[config.mk]
export PLATFORM = sky130hd
export DESIGN_NAME = sector_erase_seq
export DESIGN_NICKNAME = d
export VERILOG_FILES = /design/src/rtl/sector_erase_pkg.sv /design/src/rtl/ses_rst_sync.sv /design/src/rtl/ses_trigger_match.sv /design/src/rtl/ses_req_latch.sv /design/src/rtl/ses_ctrl_fsm.sv /design/src/rtl/sector_erase_seq.sv
export SDC_FILE = /design/constraint.sdc
export NUM_CORES = 1
export LEC_CHECK = 0
export ABC_AREA = 1
export CORE_MARGIN = 5
export CORE_UTILIZATION = 40
export DETAILED_ROUTE_END_ITERATION = 8
export PLACE_DENSITY = 0.77
export SLEW_MARGIN = 20
export SYNTH_ARGS = -nofsm -noshare
export SYNTH_HDL_FRONTEND = slang
export SYNTH_HIERARCHICAL = 1
export SYNTH_SLANG_ARGS = --single-unit
export TNS_END_PERCENT = 20
[constraint.sdc]
create_clock -name clk -period 1.06 [get_ports clk]
set_input_delay 0.159 -clock clk [delete_from_list [all_inputs] [get_ports clk]]
set_output_delay 0.159 -clock clk [all_outputs]
set_load 0.03 [all_outputs]
[src/rtl/sector_erase_pkg.sv]
package sector_erase_pkg;

  typedef enum logic [2:0] {
    ST_IDLE  = 3'd0,
    ST_ERASE = 3'd1,
    ST_EWAIT = 3'd2,
    ST_PROG  = 3'd3,
    ST_PWAIT = 3'd4
  } seq_state_t;

endpackage

[src/rtl/ses_rst_sync.sv]
module ses_rst_sync #(
  parameter int STAGES = 2
) (
  input  logic clk,
  input  logic rst_n,
  output logic rst_n_sync
);

  logic [STAGES-1:0] chain_q;

  always_ff @(posedge clk or negedge rst_n) begin
    if (!rst_n) chain_q <= '0;
    else        chain_q <= {chain_q[STAGES-2:0], 1'b1};
  end

  assign rst_n_sync = chain_q[STAGES-1];

endmodule

[src/rtl/ses_trigger_match.sv]
module ses_trigger_match #(
  parameter int ADDR_W   = 9,
  parameter int NUM_SECT = 2,
  parameter logic [NUM_SECT*ADDR_W-1:0] TRIG_FLAT = '0
) (
  input  logic [ADDR_W-1:0] addr,
  output logic              hit
);

  localparam int SECT_W = $clog2(NUM_SECT);

  logic [NUM_SECT-1:0] hit_vec;

  for (genvar s = 0; s < NUM_SECT; s++) begin : g_sect
    // a trigger only counts inside the sector it erases
    assign hit_vec[s] = (addr[ADDR_W-1 -: SECT_W] == SECT_W'(s)) &&
                        (addr == TRIG_FLAT[s*ADDR_W +: ADDR_W]);
  end

  assign hit = |hit_vec;

endmodule

[src/rtl/ses_req_latch.sv]
module ses_req_latch #(
  parameter int ADDR_W = 9,
  parameter int DATA_W = 8
) (
  input  logic              clk,
  input  logic              rst_n,
  input  logic              load,
  input  logic [ADDR_W-1:0] addr_in,
  input  logic [DATA_W-1:0] data_in,
  output logic [ADDR_W-1:0] addr_q,
  output logic [DATA_W-1:0] data_q
);

  logic [ADDR_W-1:0] addr_d;
  logic [DATA_W-1:0] data_d;

  always_comb begin
    addr_d = addr_q;
    data_d = data_q;
    if (load) begin
      addr_d = addr_in;
      data_d = data_in;
    end
  end

  always_ff @(posedge clk or negedge rst_n) begin
    if (!rst_n) begin
      addr_q <= '0;
      data_q <= '0;
    end else begin
      addr_q <= addr_d;
      data_q <= data_d;
    end
  end

endmodule

[src/rtl/ses_ctrl_fsm.sv]
module ses_ctrl_fsm
  import sector_erase_pkg::*;
(
  input  logic clk,
  input  logic rst_n,
  input  logic req_valid,
  input  logic trig_hit,
  input  logic mem_done,
  output logic accept,
  output logic busy,
  output logic erase_cmd,
  output logic prog_cmd
);

  seq_state_t state_q, state_d;

  assign busy   = (state_q != ST_IDLE);
  assign accept = req_valid && !busy;

  always_comb begin
    state_d = state_q;
    unique case (state_q)
      ST_IDLE:  if (accept)   state_d = trig_hit ? ST_ERASE : ST_PROG;
      ST_ERASE: state_d = mem_done ? ST_PROG : ST_EWAIT;
      ST_EWAIT: if (mem_done) state_d = ST_PROG;
      ST_PROG:  state_d = mem_done ? ST_IDLE : ST_PWAIT;
      ST_PWAIT: if (mem_done) state_d = ST_IDLE;
      default:  state_d = ST_IDLE;
    endcase
  end

  always_ff @(posedge clk or negedge rst_n) begin
    if (!rst_n) state_q <= ST_IDLE;
    else        state_q <= state_d;
  end

  assign erase_cmd = (state_q == ST_ERASE);
  assign prog_cmd  = (state_q == ST_PROG);

  assert_erase_pulse_R3: assert property (@(posedge clk) disable iff (!rst_n)
    erase_cmd |=> !erase_cmd);

  assert_prog_pulse_R2: assert property (@(posedge clk) disable iff (!rst_n)
    prog_cmd |=> !prog_cmd);

  assert_done_in_cmd_R7: assert property (@(posedge clk) disable iff (!rst_n)
    (erase_cmd && mem_done) |=> prog_cmd);

  assert_erase_then_prog_R5: assert property (@(posedge clk) disable iff (!rst_n)
    (busy && !erase_cmd && !prog_cmd && mem_done && $past(erase_cmd || state_q == ST_EWAIT))
      |=> (prog_cmd || !busy));

  assert_accept_only_idle_R6: assert property (@(posedge clk) disable iff (!rst_n)
    $rose(busy) |-> $past(req_valid));

  assert_idle_done_ignored_R8: assert property (@(posedge clk) disable iff (!rst_n)
    (!busy && mem_done && !req_valid) |=> !busy);

endmodule

[src/rtl/sector_erase_seq.sv]
module sector_erase_seq #(
  parameter int ADDR_W = 9,
  parameter int DATA_W = 8,
  parameter logic [ADDR_W-1:0] TRIG_SECT0 = '0,
  parameter logic [ADDR_W-1:0] TRIG_SECT1 = {1'b1, {(ADDR_W-1){1'b0}}}
) (
  input  logic              clk,
  input  logic              rst_n,
  input  logic              req_valid,
  input  logic [ADDR_W-1:0] req_addr,
  input  logic [DATA_W-1:0] req_data,
  output logic              req_ready,
  output logic              busy,
  output logic              erase_cmd,
  output logic              erase_sector,
  output logic              prog_cmd,
  output logic [ADDR_W-1:0] prog_addr,
  output logic [DATA_W-1:0] prog_data,
  input  logic              mem_done
);

  localparam int NUM_SECT = 2;
  localparam logic [NUM_SECT*ADDR_W-1:0] TRIG_FLAT = {TRIG_SECT1, TRIG_SECT0};

  logic rst_n_s;
  logic trig_hit;
  logic accept;

  ses_rst_sync #(.STAGES(2)) u_rst (
    .clk        (clk),
    .rst_n      (rst_n),
    .rst_n_sync (rst_n_s)
  );

  ses_trigger_match #(
    .ADDR_W   (ADDR_W),
    .NUM_SECT (NUM_SECT),
    .TRIG_FLAT(TRIG_FLAT)
  ) u_match (
    .addr (req_addr),
    .hit  (trig_hit)
  );

  ses_req_latch #(.ADDR_W(ADDR_W), .DATA_W(DATA_W)) u_latch (
    .clk     (clk),
    .rst_n   (rst_n_s),
    .load    (accept),
    .addr_in (req_addr),
    .data_in (req_data),
    .addr_q  (prog_addr),
    .data_q  (prog_data)
  );

  ses_ctrl_fsm u_fsm (
    .clk       (clk),
    .rst_n     (rst_n_s),
    .req_valid (req_valid),
    .trig_hit  (trig_hit),
    .mem_done  (mem_done),
    .accept    (accept),
    .busy      (busy),
    .erase_cmd (erase_cmd),
    .prog_cmd  (prog_cmd)
  );

  assign req_ready    = !busy;
  assign erase_sector = prog_addr[ADDR_W-1];

  assert_cmd_exclusive_R2: assert property (@(posedge clk) disable iff (!rst_n_s)
    !(erase_cmd && prog_cmd));

  assert_held_stable_R6: assert property (@(posedge clk) disable iff (!rst_n_s)
    ($past(busy) && busy) |-> $stable(prog_addr) && $stable(prog_data));

  assert_ready_rises_idle_R1: assert property (@(posedge clk) disable iff (!rst_n_s)
    $rose(req_ready) |-> !erase_cmd && !prog_cmd);

endmodule

Word-level counts from Yosys, hierarchy flattened. Cells that the tools add are included.

Register bits after elaboration: 22. Input port bits: 21. Output and inout port bits: 22. Logic and storage cells: 29.

Eq/ne operators: 8. Multiplexer cells: 7. Bitwise gates (word level): 1. Reductions and logical operators: 9.

Operators with widths (number): one-hot mux 3 bit (5 select lines) (1); 2-to-1 mux 3 bit (4); == test 9 bit (second input constant) (1); logical NOT 9 bit (1); == test 3 x 2 -> 1 bit (second input constant) (2); inequality test 2 bit (second input constant) (3); == test 3 x 1 -> 1 bit (second input constant) (1); == test 3 bit (second input constant) (1); logical AND 1 bit (3); logical NOT 3 bit (1); AND reduction 3 bit (1); nonzero test 3 bit (1); 2-to-1 mux 2 bit (1); OR reduction 2 bit (1); logical NOT 1 bit (1); 2-to-1 mux 1 bit (1); NOT 1 bit (1).

Logic depth before layout (Yosys ltp).
Depth in word-level cells: 6. Mapped depth: 8.

Cells and area by module. Netlist, hierarchy kept.

By module, submodules not included: ses_req_latch (instances 1, cells each 72, area an instance 680.7 sq um, seq. area each 425.4 sq um); ses_ctrl_fsm (instances 1, cells each 30, area an instance 202.7 sq um, seq. area each 75.1 sq um); ses_rst_sync (instances 1, cells each 3, area an instance 53.8 sq um, seq. area each 50.0 sq um); ses_trigger_match (instances 1, cells each 7, area an instance 26.3 sq um, seq. area each 0.0 sq um); sector_erase_seq (instances 1, cells each 2, area an instance 11.3 sq um, seq. area each 0.0 sq um).

Worst setup path after synthesis. No wires, ideal clock.

Path kind: reg2reg. Start point: reg u_fsm.state_q[0]. End point: reg u_latch.addr_q[0]. Library setup time: 0.118 ns. Arrival time: 1.398 ns. Required time: 0.942 ns. Setup slack: -0.455 ns. Stages on the path, launching flop included: 9. Clock period less this slack: 1.515 ns. Cell sequence: dfrtp_1 nor2_2 nand2_1 nor2_1 buf_6 inv_8 buf_8 nand2_1 nand2_1.

Cells in the longest elaborated chain, start to end: 3.

Ends and longest elaborated chain: start: declaration (line ses_ctrl_fsm.sv:15) `seq_state_t state_q, state_d;`; start signal: assignment (line ses_ctrl_fsm.sv:34) `else state_q <= state_d;`; nonzero test 3 bit (line ses_ctrl_fsm.sv:17) `assign busy = (state_q != ST_IDLE);`; via busy (line sector_erase_seq.sv:13) `output logic busy,`; logical NOT 1 bit (line ses_ctrl_fsm.sv:18) `assign accept = req_valid && !busy;`; logical AND 1 bit (line ses_ctrl_fsm.sv:18); via accept (line sector_erase_seq.sv:27) `logic accept;`; end signal: assignment (line ses_req_latch.sv:31) `addr_q <= addr_d;`; end: declaration (line ses_req_latch.sv:10) `output logic [ADDR_W-1:0] addr_q,`.

The timed path passes the listed nets, and every way through them passes these cells. A chain may end at the register's enable or synchronous reset.

Worst setup path after layout.
Start point: reg u_fsm.state_q[1]. End point: out prog_cmd.

Cells in the longest elaborated chain, start to end: 1.

Ends and longest elaborated chain: == test 3 x 2 -> 1 bit (line ses_ctrl_fsm.sv:38) `assign prog_cmd = (state_q == ST_PROG);`; end: declaration (line sector_erase_seq.sv:16) `output logic prog_cmd,`.

Every way passes these cells.

==> metrics <==
top cell type by total area after synthesis=dfrtp_1; Post-Route WL=2600 um; Synth top area share=56.5%; Seq cells post-synth=22; worst skew pair latency=300 ps; WP data required=900 ps; standard-cell rows=17; Cells after Synth=114; fin worst setup slack=-378 ps; initial antenna violation count=0; Root Buffer=clkbuf_4; synth top area cells=dfrtp_1 56%, nand2_1 22%, nor2_1 3.5%; fmax=696 MHz; failing checks=negative setup slack; Via Count=940; die height=59.4 um; die area=3520 sq um; mean post-synth cell area=8.55 sq um; Clock Pin Slew Worst Setup and Hold Paths=120 ps; Worst Hold Class=flop to asynchronous set/reset pin; r2r setup slk=-250 ps; Slowest cell on crit path=dfrtp_1; most common cell after layout, fill and taps aside=nand2_1; Yosys warning count=6; CTS H-tree lvls=1; critical path data arrival time=1280 ps; Max FO, Critical Path=2; final core utilization=74.9%; most frequent cells in the layout=43 x nand2_1, 22 x dfrtp_1, 21 x buf_6; VDD IR-drop max=2290 uV; fin crit share=136%; drt pass-1 iters=4; DRC=0; Period minus WS final=1440 ps; total gr overflow=0; Num CTS Buffers=3; Clock Skews=3.74 ps; Setup crit start=u_fsm/state_q[1]$_DFFE_PN0P_; DRT iter0 DRCs=22; clock sinks=22; Pleak=0.884 nW; DIE WIDTH=59.4 um; Setup crit end=prog_cmd; synthesized cell area=975 sq um; initial core utilization=42.8%; number of routed nets with antenna violations=0; Cell Count, Final, Fillers Out=202; number of diodes=0; Max Cap Violations=0; layout cells sized above 1=41.4%; core area=2280 sq um; Post-Syn Nets=135; Final Hold Viols=0; unrepaired setup endpoints after global routing=yes; Area Overhead vs Synth=75.0%; final-stage net count=196; vias in the first global route=980; worst-path cell chain=buf_6 -> inv_4 -> nor3_4 -> buf_6; worst flop-to-flop path endpoint=u_latch/addr_q[1]$_DFFE_PN0P_; Power Density=3000 nW/um^2; total design power=5.12 mW; CP Capture Type=output port; clk buf depth=2; placed insts=192; status=finished with violations; global-route wire length before repair=4160 um; crit start category=flop; WP depth=4; total track usage=15.2%; r2r worst-path depth=8; CP peak stage delay=450 ps; final setup violating endpoints=24; Ports=43; largest net degree at the start of global routing=21; type of the worst setup path=flop to output port; Final Max Tran Viols=0; final setup TNS=-5660 ps; IO Port Bufs=42; Avg WL per Cell=12.9 um; Crit Reg-Reg Startpoint=u_fsm/state_q[1]$_DFFE_PN0P_; crit path buf inv count=3; most used cell, CP=buf_6; Fin Hold WS=204 ps; vias per cell=4.65; register area share after synthesis=56.5%; CTS tree=done; post-synthesis cell type count=20; RePlAce Congestion=0.776; CP top delay family=flip-flops; dpl hpwl=1860 um
cells in the mapped netlist (all sizes together):
| master | instances |
|---|---|
| o21bai | 1 |
| a21oi | 1 |
| dfrtp | 22 |
| nand2 | 62 |
| clkbuf | 1 |
| nand4 | 1 |
| nand3 | 3 |
| nor3 | 1 |
| buf | 3 |
| inv | 7 |
| nor2 | 10 |
| o21ai | 1 |
| conb | 1 |
metal layers:
metal,vias to the layer above,part of all wire (%),global-route usage [%]
li1,462,-,-
met1,440,38,17.3
met5,-,0,0
met3,6,5.9,2.61
met4,0,1.8,7.12
met2,32,54,27.3
final cells by class:
type | count | area (sq um)
repair buffers | 60 | 617
clock buffers | 4 | 36.3
inverters | 7 | 41.3
fillers | 161 | 571
well taps | 28 | 35.0
multi-input cells | 81 | 425
flip-flops and latches | 22 | 551
registers in the layout, indices dropped and copies added, names as in the netlist:
| register | cells |
|---|---|
| u_latch/addr_q | 9 |
| u_rst/chain_q | 2 |
| u_fsm/state_q | 3 |
| u_latch/data_q | 8 |
metrics by stage:
step | worst slack, ps | area [sq um]
2_1_floorplan | -265 | 990
3_3_place_gp | -257 | 1470
3_5_place_dp | -292 | 1470
4_1_cts | -378 | 1590
5_1_grt | -438 | 1710
6_report | -378 | 1710
cell families (layout without fill, tap and decap cells):
kind of cell	after synthesis	after routing	share of synthesized area, %
AND/OR/NAND/NOR	77	77	33.0
flip-flops	22	22	56.5
buffers and inverters	11	71	8.34
AO/OA/AOI/OAI	3	3	1.80
other	1	1	0.385
power breakdown:
| part | internal, mW | switching, mW | leakage (nW) | total, mW |
|---|---|---|---|---|
| combinational | 1.46 | 1.72 | 0.590 | 3.18 |
| clock | 0.209 | 0.242 | 0.0210 | 0.451 |
| sequential | 1.19 | 0.291 | 0.273 | 1.48 |
worst reg2reg max path, stage by stage, from the launching register on:
cell     delay, ps
dfrtp_1        450
nor2_4         130
nand2_4         60
buf_6          120
nor2_4         120
buf_12         140
buf_12         120
nand2_1         50
nand2_1         60
worst min-delay path by stage:
stage	slack (ps)	cells past startpoint	start	end
after global placement	200	1	u_rst/chain_q[1]$_DFF_PN0_	u_latch/addr_q[0]$_DFFE_PN0P_
after CTS	220	1	u_rst/chain_q[1]$_DFF_PN0_	u_latch/addr_q[3]$_DFFE_PN0P_
final	200	1	u_rst/chain_q[1]$_DFF_PN0_	u_latch/addr_q[3]$_DFFE_PN0P_
after detailed placement	210	1	u_rst/chain_q[1]$_DFF_PN0_	u_latch/addr_q[1]$_DFFE_PN0P_
after global routing	240	1	u_rst/chain_q[1]$_DFF_PN0_	u_latch/addr_q[3]$_DFFE_PN0P_
after floorplan	-140	0	rst_n	u_rst/chain_q[0]$_DFF_PN0_
what timing repair did:
item                                    in CTS  in global routing
hold buffers                                 1                  0
buffers inserted                             4                  1
endpoints found under the setup margin      22                 40
endpoints found under the hold margin        2                  0
pin swaps                                   17                  8
resized for setup                           15                 36
No activity file was read; power rests on OpenSTA's default activity.
